### config.mk
export PLATFORM = sky130hd
export DESIGN_NAME = gpio_port
export DESIGN_NICKNAME = d
export VERILOG_FILES = /design/src/rtl/gpio_port_pkg.sv /design/src/rtl/gpio_regs.sv /design/src/rtl/gpio_pad_ctl.sv /design/src/rtl/gpio_rd_mux.sv /design/src/rtl/gpio_port.sv
export SDC_FILE = /design/constraint.sdc
export NUM_CORES = 1
export LEC_CHECK = 0
export BUFFER_PORTS_ARGS = -buffer_cell sky130_fd_sc_hd__buf_2
export CAP_MARGIN = 20
export CORE_MARGIN = 2
export CORE_UTILIZATION = 52
export CTS_BUF_LIST = sky130_fd_sc_hd__clkbuf_8
export CTS_CLUSTER_SIZE = 10
export DETAILED_ROUTE_END_ITERATION = 12
export GPL_ROUTABILITY_DRIVEN = 0
export PLACE_DENSITY = 0.87
export SETUP_SLACK_MARGIN = 0.05
export SYNTH_ARGS = -nofsm -noshare
export SYNTH_HDL_FRONTEND = slang
export SYNTH_HIERARCHICAL = 1
export SYNTH_SLANG_ARGS = --single-unit
### constraint.sdc
create_clock -name clk -period 2 [get_ports clk]
set_input_delay 0.4 -clock clk [delete_from_list [all_inputs] [get_ports clk]]
set_output_delay 0.4 -clock clk [all_outputs]
set_load 0.005 [all_outputs]
### src/rtl/gpio_port_pkg.sv
package gpio_port_pkg;

    typedef enum logic [1:0] {
        SEL_DATA  = 2'd0,
        SEL_OMODE = 2'd1,
        SEL_IMODE = 2'd2,
        SEL_NONE  = 2'd3
    } reg_sel_e;

    typedef struct packed {
        logic drv_lo;
        logic drv_hi;
        logic pull_en;
    } pad_ctl_t;

    // One pin: choose the source of the output, apply the output mode, then the pull-up rule.
    function automatic pad_ctl_t pad_eval(
        input logic own,
        input logic per_val,
        input logic per_en,
        input logic latch,
        input logic pushpull,
        input logic force_od,
        input logic digital,
        input logic pull_dis
    );
        pad_ctl_t p;
        logic     val;
        logic     act;
        val       = own ? per_val : latch;
        act       = own ? per_en  : 1'b1;
        p.drv_lo  = act & ~val;
        p.drv_hi  = act & val & pushpull & ~force_od;
        p.pull_en = ~pull_dis & ~p.drv_lo & digital;
        return p;
    endfunction

endpackage

### src/rtl/gpio_regs.sv
module gpio_regs
    import gpio_port_pkg::*;
#(
    parameter int W  = 8,
    parameter int IW = 3
) (
    input  logic          clk,
    input  logic          rst,
    input  logic          wr_en,
    input  reg_sel_e      wr_sel,
    input  logic          wr_bit,
    input  logic [IW-1:0] wr_idx,
    input  logic [W-1:0]  wr_data,
    output logic [W-1:0]  latch_q,
    output logic [W-1:0]  omode_q,
    output logic [W-1:0]  imode_q
);

    logic [W-1:0] mask;

    always_comb begin
        if (wr_bit) mask = W'(1) << wr_idx;
        else        mask = '1;
    end

    always_ff @(posedge clk) begin
        if (rst) begin
            latch_q <= '1;
            omode_q <= '0;
            imode_q <= '1;
        end else if (wr_en) begin
            unique case (wr_sel)
                SEL_DATA:  latch_q <= (latch_q & ~mask) | (wr_data & mask);
                SEL_OMODE: omode_q <= (omode_q & ~mask) | (wr_data & mask);
                SEL_IMODE: imode_q <= (imode_q & ~mask) | (wr_data & mask);
                default:   ;
            endcase
        end
    end

endmodule

### src/rtl/gpio_pad_ctl.sv
module gpio_pad_ctl
    import gpio_port_pkg::*;
#(
    parameter int W = 8
) (
    input  logic [W-1:0] latch_q,
    input  logic [W-1:0] omode_q,
    input  logic [W-1:0] imode_q,
    input  logic [W-1:0] xbar_own,
    input  logic [W-1:0] per_out,
    input  logic [W-1:0] per_oe,
    input  logic [W-1:0] force_od,
    input  logic         pull_dis,
    output logic [W-1:0] drv_lo,
    output logic [W-1:0] drv_hi,
    output logic [W-1:0] pull_en
);

    for (genvar i = 0; i < W; i++) begin : g_pin
        pad_ctl_t ctl;
        always_comb begin
            ctl = pad_eval(xbar_own[i], per_out[i], per_oe[i], latch_q[i],
                           omode_q[i], force_od[i], imode_q[i], pull_dis);
        end
        assign drv_lo[i]  = ctl.drv_lo;
        assign drv_hi[i]  = ctl.drv_hi;
        assign pull_en[i] = ctl.pull_en;
    end

endmodule

### src/rtl/gpio_rd_mux.sv
module gpio_rd_mux
    import gpio_port_pkg::*;
#(
    parameter int W = 8
) (
    input  logic         clk,
    input  logic         rst,
    input  logic         rd_en,
    input  logic         rd_rmw,
    input  reg_sel_e     rd_sel,
    input  logic [W-1:0] pin_in,
    input  logic [W-1:0] latch_q,
    input  logic [W-1:0] omode_q,
    input  logic [W-1:0] imode_q,
    output logic [W-1:0] rd_data
);

    logic [W-1:0] pin_view;
    logic [W-1:0] rd_next;

    // Analog pins have no digital input path.
    assign pin_view = pin_in & imode_q;

    always_comb begin
        unique case (rd_sel)
            SEL_DATA:  rd_next = rd_rmw ? latch_q : pin_view;
            SEL_OMODE: rd_next = omode_q;
            SEL_IMODE: rd_next = imode_q;
            default:   rd_next = '0;
        endcase
    end

    always_ff @(posedge clk) begin
        if (rst)        rd_data <= '0;
        else if (rd_en) rd_data <= rd_next;
    end

endmodule

### src/rtl/gpio_port.sv
module gpio_port
    import gpio_port_pkg::*;
#(
    parameter int W = 8,
    localparam int IW = (W > 1) ? $clog2(W) : 1
) (
    input  logic          clk,
    input  logic          rst,
    input  logic          wr_en,
    input  logic [1:0]    wr_sel,
    input  logic          wr_bit,
    input  logic [IW-1:0] wr_idx,
    input  logic [W-1:0]  wr_data,
    input  logic          rd_en,
    input  logic          rd_rmw,
    input  logic [1:0]    rd_sel,
    output logic [W-1:0]  rd_data,
    input  logic [W-1:0]  pin_in,
    input  logic [W-1:0]  xbar_own,
    input  logic [W-1:0]  per_out,
    input  logic [W-1:0]  per_oe,
    input  logic [W-1:0]  force_od,
    input  logic          pull_dis,
    output logic [W-1:0]  drv_lo,
    output logic [W-1:0]  drv_hi,
    output logic [W-1:0]  pull_en,
    output logic [W-1:0]  analog_skip
);

    logic [W-1:0] latch_q;
    logic [W-1:0] omode_q;
    logic [W-1:0] imode_q;

    gpio_regs #(.W(W), .IW(IW)) i_regs (
        .clk     (clk),
        .rst     (rst),
        .wr_en   (wr_en),
        .wr_sel  (reg_sel_e'(wr_sel)),
        .wr_bit  (wr_bit),
        .wr_idx  (wr_idx),
        .wr_data (wr_data),
        .latch_q (latch_q),
        .omode_q (omode_q),
        .imode_q (imode_q)
    );

    gpio_pad_ctl #(.W(W)) i_pad (
        .latch_q  (latch_q),
        .omode_q  (omode_q),
        .imode_q  (imode_q),
        .xbar_own (xbar_own),
        .per_out  (per_out),
        .per_oe   (per_oe),
        .force_od (force_od),
        .pull_dis (pull_dis),
        .drv_lo   (drv_lo),
        .drv_hi   (drv_hi),
        .pull_en  (pull_en)
    );

    gpio_rd_mux #(.W(W)) i_rd (
        .clk     (clk),
        .rst     (rst),
        .rd_en   (rd_en),
        .rd_rmw  (rd_rmw),
        .rd_sel  (reg_sel_e'(rd_sel)),
        .pin_in  (pin_in),
        .latch_q (latch_q),
        .omode_q (omode_q),
        .imode_q (imode_q),
        .rd_data (rd_data)
    );

    assign analog_skip = ~imode_q;

endmodule

==> impl_metrics.py <==
metrics = {
    "status": {
        "status": "finished clean",
    },
    "pwr": {
        "seq_power_share_pct": 45.4,
        "p_leak_nw": 1.29,
        "peakVddDrop_uv": 429,
        "p_per_area_nw_per_um2": 539,
        "netSwitchingPower_uw": 412,
        "comb_power_share_pct": 21.0,
        "intPower_mw": 1.08,
        "p_clk_share_pct": 33.6,
        "p_sw_share_pct": 27.7,
    },
    "worst_setup_path": {
        "slowest_delay_ns": 0.41,
        "worst-path-max-fanout": 5,
        "cp-start-kind": "flop",
        "crit_family": "flip-flops",
        "crit_type": "reg -> out",
        "cp_num_buf_inv": 1,
        "crit_required_ns": 1.60,
        "cp_cell_sequence": "nor2b_1, o221a_1, buf_2",
        "crit_path_end_kind": "output port",
        "arrival_ns": 1.15,
        "cp_slowest_cell": "dfxtp_1",
    },
    "clock_network": {
        "clk-insertion-delay-late_ns": 0.29,
        "clkTransAtPathRegs_ns": 0.06,
        "tritoncts": "done",
        "clock-sinks": 32,
        "cts_buffers": 5,
        "clk_root_buffer_cell": "clkbuf_8",
        "cts_buffer_depth": 2,
        "h-tree-depth": 2,
        "postCtsSetupRepairBufs": 0,
        "ctsHoldBuffers": 0,
        "post_cts_resized": 0,
    },
    "floorplan": {
        "die_area_um2": 4690,
        "ioPinCount": 102,
        "row_count": 23,
        "initial_core_util_pct": 54.1,
        "core_region_area_um2": 4000,
        "die_w_um": 68.5,
        "die_y_um": 68.5,
    },
    "timing": {
        "skew_ns": 0.00257,
        "period_share_pct": 77.5,
        "hold_viol_final": 0,
        "fin_crit_ns": 1.55,
        "worst_slew_pin_slew_ns": 0.668,
        "setup_viol": 0,
        "timing.fmax_mhz": 645,
        "slew_headroom_pct": 55.4,
        "timing.hold.ws_ns": 0.384,
        "setup_tns_ns": 0,
        "rsz0062_at_grt": "no",
        "drv_slew": 0,
    },
    "synthesis": {
        "synth_common_cells": "32 x dfxtp_1, 31 x nand2b_1, 29 x a21oi_1, 26 x nand2_1, 24 x nor2_1",
        "synth_area_leaders": "dfxtp_1 30%, mux2i_1 11%, nand2b_1 9.0%",
        "synth_top_area_cell": "dfxtp_1",
        "synth-main-ff-cell": "dfxtp_1",
        "async_reset_ff_share_pct": 0,
        "ys_ff_latch": 32,
        "synthMostInstantiatedCell": "dfxtp_1",
        "netlist.area_leader.share_pct": 29.6,
        "ys.warnings.count": 6,
        "synth_seq_area_share_pct": 29.6,
        "synth_nets": 332,
        "synthCells": 270,
        "synthesis.area_um2": 2160,
        "ys_types": 30,
        "synth_edf_count": 0,
        "synth_area_per_cell_um2": 8.02,
    },
    "route": {
        "drtPass1Iterations": 5,
        "routed_wl_mm": 5.92,
        "vias_per_cell": 5.66,
        "drt.antenna.violating_nets": 0,
        "wl_per_cell_um": 14.2,
        "vias": 2360,
        "drc": 0,
        "drt_iter0_drc": 151,
    },
    "final_layout": {
        "nets": 428,
        "drive_gt1_share_pct": 31.1,
        "antenna_cells": 0,
        "syn_to_final_growth_pct": 27.7,
    },
    "min_path": {
        "hp-class": "in -> reg",
    },
    "placement": {
        "hpwl_mm": 4.31,
        "port_buffers": 101,
    },
    "global_routing": {
        "grt_start_max_net_pins": 49,
        "grt_usage_pct": 25.1,
        "grt-ovfl-total": 0,
        "grt_pass1_wl_mm": 8.80,
        "grt_pass1_vias": 2015,
        "antenna_found_initial": 0,
    },
    "run": {
        "drv_cap": 0,
    },
}
## final cells by class
cell class / count / area (um2)
fillers: 329 / 1230
inverters: 9 / 33.8
well taps: 50 / 62.6
repair buffers: 102 / 513
flip-flops and latches: 32 / 641
multi-input cells: 216 / 1430
clock buffers: 6 / 82.6
clock inverters: 2 / 7.51
## path summary, 6_finish.rpt
path	slack [ns]	endpoint	from	cells past startpoint
hold reg to reg	0.50	i_rd/rd_data[1]$_SDFFE_PP0P_	i_rd/rd_data[1]$_SDFFE_PP0P_	2
setup / recovery	0.45	pull_en[7]	flop	3
setup reg to reg	0.95	i_rd/rd_data[2]$_SDFFE_PP0P_	flop	3
hold / removal	0.38	flop	wr_data[1]	3
## cell families (layout without fill, tap and decap cells)
group                  count (synthesis)  in the layout  share of synthesized area (%)
and+or+nand+nor                      122            122                           30.9
muxes                                 23             23                           10.6
DFF                                   32             32                           29.6
buffers and inverters                 22            119                           4.57
AOI/OAI and AO/OA                     71             71                           24.3
## through the flow
| step | setup slack, ns | std cells | area (um2) | util (%) | power [mW] |
|---|---|---|---|---|---|
| after global placement | 0.398 | 409 | 2680 | 66.9 | 0.992 |
| after CTS | 0.464 | 417 | 2770 | 69.1 | 1.50 |
| after floorplan | 0.710 | 270 | 2160 | - | 0.859 |
| after global routing | 0.370 | 417 | 2770 | 69.1 | 1.57 |
| after detailed placement | 0.412 | 409 | 2680 | 66.9 | 1.00 |
| final | 0.449 | 417 | 2770 | 69.1 | 1.49 |
## cell usage in the layout, fill, tap and decap left out
| cell | instances |
|---|---|
| a221oi_2 | 2 |
| o21ai_1 | 1 |
| nand3b_1 | 13 |
| buf_4 | 1 |
| or2_1 | 1 |
| nand2b_4 | 1 |
| nand4bb_1 | 1 |
| mux2i_1 | 23 |
| a21oi_1 | 29 |
| nand2_1 | 26 |
| a222oi_1 | 8 |
| a21o_1 | 7 |
| buf_2 | 101 |
| nand3_1 | 9 |
| and2b_2 | 1 |
| o31ai_2 | 1 |
| o221a_1 | 8 |
| nor2b_1 | 11 |
| clkbuf_8 | 6 |
| inv_1 | 11 |
| or3b_1 | 4 |
| dfxtp_1 | 32 |
| o22ai_1 | 8 |
| a21o_2 | 1 |
| nand2b_1 | 31 |
| a221oi_1 | 6 |
| nor2_1 | 24 |
## power groups by stage
stage / Clock, mW / Combinational (mW) / Sequential [mW]
finish: 0.500 / 0.314 / 0.677
global route: 0.545 / 0.347 / 0.679
CTS: 0.510 / 0.312 / 0.676
detailed placement: 0 / 0.310 / 0.691
global placement: 0 / 0.302 / 0.690
floorplan: 0 / 0.173 / 0.686
## worst reg2reg max path, stage by stage (launching register included)
cell,delay (ns)
dfxtp_1,0.41
nand3b_1,0.10
a21o_2,0.22
a221oi_2,0.23
## metal layers
metal	track usage (%)	share of wire, %	up-vias
met1	30.4	41	1092
met4	9.50	1.7	0
li1	-	-	1172
met3	5.36	6.9	11
met2	43.4	50	85
met5	0	0	-
No activity file was read; power rests on OpenSTA's default activity.
